## config.mk

```make
export PLATFORM = sky130hd
export DESIGN_NAME = ptr_addr_gen
export DESIGN_NICKNAME = d
export VERILOG_FILES = /design/src/rtl/ptr_addr_gen_pkg.sv /design/src/rtl/dag_ptr_arith.sv /design/src/rtl/dag_region_decode.sv /design/src/rtl/dag_out_stage.sv /design/src/rtl/ptr_addr_gen.sv
export SDC_FILE = /design/constraint.sdc
export NUM_CORES = 1
export LEC_CHECK = 0
export ABC_CLOCK_PERIOD_IN_PS = 5700
export BUFFER_PORTS_ARGS = -buffer_cell sky130_fd_sc_hd__buf_2
export CAP_MARGIN = 20
export CORE_ASPECT_RATIO = 1.2
export CORE_UTILIZATION = 56
export DETAILED_ROUTE_END_ITERATION = 8
export PLACE_DENSITY = 0.86
export SETUP_SLACK_MARGIN = 0.02
export SYNTH_ARGS = -nofsm -noshare
export SYNTH_HDL_FRONTEND = slang
export SYNTH_SLANG_ARGS = --single-unit
```

## constraint.sdc

```tcl
create_clock -name clk -period 5.7 [get_ports clk]
set_clock_uncertainty 0.2 [all_clocks]
set_input_delay 0.855 -clock clk [delete_from_list [all_inputs] [get_ports clk]]
set_output_delay 0.855 -clock clk [all_outputs]
set_load 0.02 [all_outputs]
```

## src/rtl/ptr_addr_gen_pkg.sv

```systemverilog
package ptr_addr_gen_pkg;
  typedef enum logic [1:0] {
    PTR_X   = 2'd0,
    PTR_Y   = 2'd1,
    PTR_Z   = 2'd2,
    PTR_RSV = 2'd3
  } ptr_sel_e;

  typedef enum logic [2:0] {
    AM_PLAIN  = 3'd0,
    AM_POSTINC = 3'd1,
    AM_PREDEC = 3'd2,
    AM_DISP   = 3'd3,
    AM_DIRECT = 3'd4,
    AM_LOOKUP = 3'd5,
    AM_RSV6   = 3'd6,
    AM_RSV7   = 3'd7
  } addr_mode_e;

  typedef struct packed {
    logic regs;
    logic io;
    logic sram;
    logic ext;
  } region_t;
endpackage

```

## src/rtl/dag_ptr_arith.sv

```systemverilog
module dag_ptr_arith
  import ptr_addr_gen_pkg::*;
#(
  parameter int AW = 16,
  parameter int QW = 6
) (
  input  logic [1:0]    sel,
  input  logic [2:0]    mode,
  input  logic [AW-1:0] ptr,
  input  logic [QW-1:0] q,
  input  logic [AW-1:0] direct,
  output logic [AW-1:0] ea,
  output logic          wb_en,
  output logic [AW-1:0] wb_val,
  output logic          prog
);
  logic [AW-1:0] ptr_inc, ptr_dec, ptr_disp;
  logic          disp_ok;

  assign ptr_inc  = ptr + AW'(1);
  assign ptr_dec  = ptr - AW'(1);
  assign disp_ok  = (sel == PTR_Y) || (sel == PTR_Z);
  assign ptr_disp = disp_ok ? ptr + AW'(q) : ptr;

  always_comb begin
    ea     = ptr;
    wb_en  = 1'b0;
    wb_val = ptr;
    prog   = 1'b0;
    unique case (addr_mode_e'(mode))
      AM_POSTINC: begin wb_en = 1'b1; wb_val = ptr_inc; end
      AM_PREDEC:  begin ea = ptr_dec; wb_en = 1'b1; wb_val = ptr_dec; end
      AM_DISP:    ea = ptr_disp;
      AM_DIRECT:  ea = direct;
      AM_LOOKUP:  prog = 1'b1;
      default:    ea = ptr;
    endcase
  end
endmodule

```

## src/rtl/dag_region_decode.sv

```systemverilog
module dag_region_decode
  import ptr_addr_gen_pkg::*;
#(
  parameter int AW         = 16,
  parameter int NUM_REGS   = 32,
  parameter int NUM_IO     = 64,
  parameter int SRAM_BYTES = 256
) (
  input  logic                      valid,
  input  logic [AW-1:0]             ea,
  input  logic                      prog,
  output region_t                   region,
  output logic [$clog2(NUM_IO)-1:0] io_port
);
  localparam int IO_W = $clog2(NUM_IO);
  localparam logic [31:0] IO_BASE   = 32'(NUM_REGS);
  localparam logic [31:0] SRAM_BASE = 32'(NUM_REGS + NUM_IO);
  localparam logic [31:0] SRAM_END  = 32'(NUM_REGS + NUM_IO + SRAM_BYTES);
  localparam logic [31:0] SPACE     = 32'(1) << AW;

  logic [31:0] ea32;
  logic        data_acc;
  assign ea32     = 32'(ea);
  assign data_acc = valid && !prog;

  assign region.regs = data_acc && (ea32 < IO_BASE);
  assign region.io   = data_acc && (ea32 >= IO_BASE) && (ea32 < SRAM_BASE);
  assign region.sram = data_acc && (ea32 >= SRAM_BASE) && (ea32 < SRAM_END);

  generate
    if (SRAM_END >= SPACE) begin : g_no_ext
      assign region.ext = 1'b0;
    end else begin : g_ext
      assign region.ext = data_acc && (ea32 >= SRAM_END);
    end
  endgenerate

  assign io_port = region.io ? IO_W'(ea32 - IO_BASE) : '0;
endmodule

```

## src/rtl/dag_out_stage.sv

```systemverilog
module dag_out_stage #(
  parameter int W = 8
) (
  input  logic         clk,
  input  logic         rst_n,
  input  logic         in_valid,
  output logic         in_ready,
  input  logic [W-1:0] in_data,
  output logic         out_valid,
  input  logic         out_ready,
  output logic [W-1:0] out_data
);
  assign in_ready = !out_valid || out_ready;

  always_ff @(posedge clk) begin
    if (!rst_n) begin
      out_valid <= 1'b0;
      out_data  <= '0;
    end else if (in_ready) begin
      out_valid <= in_valid;
      if (in_valid) out_data <= in_data;
    end
  end

  // a stalled result keeps its value
  a_r10_hold_stable: assert property (@(posedge clk) disable iff (!rst_n)
    out_valid && !out_ready |=> out_valid && $stable(out_data));
endmodule

```

## src/rtl/ptr_addr_gen.sv

```systemverilog
module ptr_addr_gen
  import ptr_addr_gen_pkg::*;
#(
  parameter int AW         = 16,
  parameter int QW         = 6,
  parameter int NUM_REGS   = 32,
  parameter int NUM_IO     = 64,
  parameter int SRAM_BYTES = 256
) (
  input  logic                      clk,
  input  logic                      rst_n,
  input  logic                      in_valid,
  output logic                      in_ready,
  input  logic [1:0]                in_ptr_sel,
  input  logic [2:0]                in_mode,
  input  logic [AW-1:0]             in_ptr_val,
  input  logic [QW-1:0]             in_disp,
  input  logic [AW-1:0]             in_direct,
  output logic                      out_valid,
  input  logic                      out_ready,
  output logic [AW-1:0]             out_addr,
  output logic                      out_sel_reg,
  output logic                      out_sel_io,
  output logic                      out_sel_sram,
  output logic                      out_sel_ext,
  output logic                      out_prog,
  output logic [$clog2(NUM_IO)-1:0] out_io_port,
  output logic                      out_wb_en,
  output logic [1:0]                out_wb_ptr,
  output logic [AW-1:0]             out_wb_val
);
  localparam int IO_W  = $clog2(NUM_IO);
  localparam int RES_W = AW + 1 + AW + 2 + 1;

  logic [AW-1:0]    c_ea, c_wb_val;
  logic             c_wb_en, c_prog;
  logic [RES_W-1:0] c_res, r_res;
  region_t          region;

  dag_ptr_arith #(.AW(AW), .QW(QW)) u_arith (
    .sel(in_ptr_sel), .mode(in_mode), .ptr(in_ptr_val), .q(in_disp),
    .direct(in_direct), .ea(c_ea), .wb_en(c_wb_en), .wb_val(c_wb_val),
    .prog(c_prog)
  );

  assign c_res = {c_ea, c_wb_en, c_wb_val, in_ptr_sel, c_prog};

  dag_out_stage #(.W(RES_W)) u_stage (
    .clk(clk), .rst_n(rst_n), .in_valid(in_valid), .in_ready(in_ready),
    .in_data(c_res), .out_valid(out_valid), .out_ready(out_ready),
    .out_data(r_res)
  );

  assign {out_addr, out_wb_en, out_wb_val, out_wb_ptr, out_prog} = r_res;

  dag_region_decode #(
    .AW(AW), .NUM_REGS(NUM_REGS), .NUM_IO(NUM_IO), .SRAM_BYTES(SRAM_BYTES)
  ) u_decode (
    .valid(out_valid), .ea(out_addr), .prog(out_prog),
    .region(region), .io_port(out_io_port)
  );

  assign out_sel_reg  = region.regs;
  assign out_sel_io   = region.io;
  assign out_sel_sram = region.sram;
  assign out_sel_ext  = region.ext;

  logic fire;
  assign fire = in_valid && in_ready;

  // one data region per data access
  a_r8_one_region: assert property (@(posedge clk) disable iff (!rst_n)
    out_valid && !out_prog |-> $onehot({out_sel_reg, out_sel_io, out_sel_sram, out_sel_ext}));
  // lookup raises no data select
  a_r7_lookup_quiet: assert property (@(posedge clk) disable iff (!rst_n)
    out_valid && out_prog |-> !out_sel_reg && !out_sel_io && !out_sel_sram && !out_sel_ext && !out_wb_en);
  // post-increment writes back address+1
  a_r3_postinc: assert property (@(posedge clk) disable iff (!rst_n)
    fire && in_mode == AM_POSTINC |=> out_valid && out_wb_en && out_wb_val == out_addr + AW'(1)
      && out_addr == $past(in_ptr_val));
  // pre-decrement address equals write-back value
  a_r4_predec: assert property (@(posedge clk) disable iff (!rst_n)
    fire && in_mode == AM_PREDEC |=> out_wb_en && out_wb_val == out_addr
      && out_addr == $past(in_ptr_val) - AW'(1));
  // direct mode ignores the pointer
  a_r6_direct: assert property (@(posedge clk) disable iff (!rst_n)
    fire && in_mode == AM_DIRECT |=> out_addr == $past(in_direct) && !out_wb_en);
  // port number tracks the I/O address
  a_r9_port: assert property (@(posedge clk) disable iff (!rst_n)
    out_valid && out_sel_io |-> out_io_port == IO_W'(out_addr - AW'(NUM_REGS)));
  // idle after reset
  a_r1_reset_idle: assert property (@(posedge clk)
    $past(!rst_n) |-> !out_valid);
endmodule

```

==> impl_metrics.json <==
{
  "run_status": "completed",
  "clkSinkCount": 37,
  "synth_compound_area_share_pct": 31.1,
  "hold_viol": 0,
  "grt_first_pass_wirelength_mm": 15.8,
  "path_clk_slew_ps": 80,
  "finalCritPeriodShare_pct": 66.7,
  "max-slew-margin-rel_pct": 43.7,
  "groute.layer.met1.usage_pct": 41.3,
  "cts_made_buffers": 5,
  "area_delta_synth_final_pct": 16.9,
  "row_count": 28,
  "layout.nets": 547,
  "grt_use_met2_pct": 60.7,
  "synth_area_per_cell_um2": 7.15,
  "netlist_instances": 424,
  "post-dp-hpwl_mm": 7.16,
  "max-vdd-ir-drop_mv": 0.143,
  "tns_ps": 0,
  "setup_violations": 0,
  "powerDensity_nw_per_um2": 204,
  "die_h_um": 82.6,
  "postRouteAntennaNets": 0,
  "io_pins": 95,
  "layout.cells.most_common": "buf_2",
  "worstHoldPathType": "flop to flop",
  "ctsHoldBuffers": 0,
  "grt-ovfl-total": 0,
  "hold_slack_ps": 253,
  "grt_busiest_layer": "met2",
  "use_met3_pct": 5.34,
  "path_class": "flop to output pin",
  "dpl-instance-area_um2": 3450,
  "synth.area.top_cells": "dfxtp_1 24%, o21ai_0 6.4%, a21oi_1 5.6%, nand2_1 5.5%, nor2_1 5.0%",
  "route.vias.total": 3656,
  "power_leakage_nw": 1.53,
  "synth_edf_count": 0,
  "drc": 0,
  "fmax_mhz": 263,
  "maxSlewViolCount": 0,
  "synth_flop_cell": "dfxtp_1",
  "insertedDiodeCount": 0,
  "stdcell_area_um2": 3540,
  "yosys.area.top_type_share_pct": 24.4,
  "avgViaCountPerCell": 6.62,
  "cts_buffer_depth": 2,
  "rsz0062_at_grt": "no",
  "tightest_slew_ps": 837,
  "root_buffer": "clkbuf_8",
  "synth_top_family_by_area": "compound AO/OA/AOI/OAI gates",
  "crit_fanout": 6,
  "die_w_um": 69.2,
  "postCtsSetupBuffers": 0,
  "synth-simple-area-share_pct": 27.4,
  "yosys.area.top_type": "dfxtp_1",
  "antenna_found_initial": 0,
  "cts_resized": 0,
  "synth.area.mux_share_pct": 1.73,
  "cts_tree": "yes",
  "synth_fa_ha_area_share_pct": 3.96,
  "crit_path_end_kind": "output pin",
  "layout-drive-gt1-share_pct": 23.4,
  "track_usage_pct": 34.5,
  "dieArea_um2": 5710,
  "drtIter0Drc": 344,
  "reg2reg_slack_ps": 3570,
  "startpoint_type": "flop",
  "fin_crit_ps": 3800,
  "io_buffer_count": 94,
  "ys_ff_latch": 37,
  "grt_max_degree": 52,
  "synth-xor-area-share_pct": 5.49,
  "htree_levels": 2,
  "seq_area_frac_synth_pct": 24.4,
  "start_util_pct": 59.7,
  "drv_cap": 0,
  "worstPathArrival_ps": 2750,
  "syn-cell-area_um2": 3030,
  "required_ps": 4640,
  "dr.pass1.iters": 6,
  "yosys_warnings": 0,
  "async_reset_ff_share_pct": 0,
  "syn_nets": 480,
  "first_global_vias": 3369,
  "wl_per_cell_um": 18.0,
  "core-area_um2": 5080,
  "layout_common_cells": "94 x buf_2, 44 x nand2_1, 40 x nor2_1, 39 x o21ai_0, 37 x dfxtp_1",
  "globalplace.congestion": 0.940,
  "ys_types": 59,
  "drt-total-wl_mm": 9.95,
  "clk_latency_ps": 290
}
## report_power, final
part	internal [mW]	switching, mW	total [mW]
Clock	0.0982	0.101	0.199
Sequential	0.279	0.0136	0.293
Combinational	0.0815	0.151	0.232
Total	0.459	0.266	0.724
## cell families after synthesis
kind of cell,Yosys count
adders and majority gates,9
DFF,37
muxes,5
buffers and inverters,45
xor gates and xnor gates,19
and+or+nand+nor,165
AOI/OAI and AO/OA,144
## synthesized netlist by cell type, types with 8 or more instances
| master | number |
|---|---|
| a211oi_1 | 9 |
| a21oi_1 | 34 |
| and2_1 | 8 |
| clkbuf_1 | 30 |
| dfxtp_1 | 37 |
| ha_1 | 8 |
| inv_1 | 9 |
| nand2_1 | 44 |
| nand3_1 | 15 |
| nor2_1 | 40 |
| nor3_1 | 9 |
| nor4_1 | 10 |
| o21ai_0 | 39 |
| xnor2_1 | 9 |
| xor2_1 | 10 |
## state kept, by name, summed over array words and instances (netlist names)
name / flops
u_stage.out_valid: 1
u_stage.out_data: 36
## layer usage
metal	wire, um	share of wire [%]
met5	0	0
met4	341	3.4
met3	856	8.6
met2	4820	48
met1	3930	39
## critical path, stage by stage, from the launching register on
cell,delay (ps)
dfxtp_1,330
or4_1,510
nor4_1,350
nand2b_1,130
or3_1,370
nor2_1,410
and2_1,200
buf_2,160
## stage by stage
step | cells | total power, mW | worst slack, ps | util [%]
global route | 552 | 0.757 | 1650 | 69.8
CTS | 552 | 0.721 | 1830 | 69.8
floorplan | 424 | 0.451 | 2370 | -
finish | 552 | 0.724 | 1900 | 69.8
detailed placement | 544 | 0.525 | 2150 | 67.9
global placement | 544 | 0.522 | 2250 | 67.9
## area by class of cell
cell class,instances,area [um2]
timing repair buffer,96,485
tap,60,75.1
fill,446,1540
clock inverter,2,13.8
multi-input combinational,342,2110
inverter,9,33.8
clock buffer,6,82.6
sequential,37,741
## worst paths after layout
path	startpoint	endpoint	depth (start not counted)
hold reg to reg	u_stage.out_data[3]	u_stage.out_data[3]	2
hold / removal	u_stage.out_data[3]	u_stage.out_data[3]	2
setup / recovery	u_stage.out_data[31]	out_io_port[3]	7
setup reg to reg	u_stage.out_valid	u_stage.out_data[29]	7
Power figures use the tool's default switching activity.
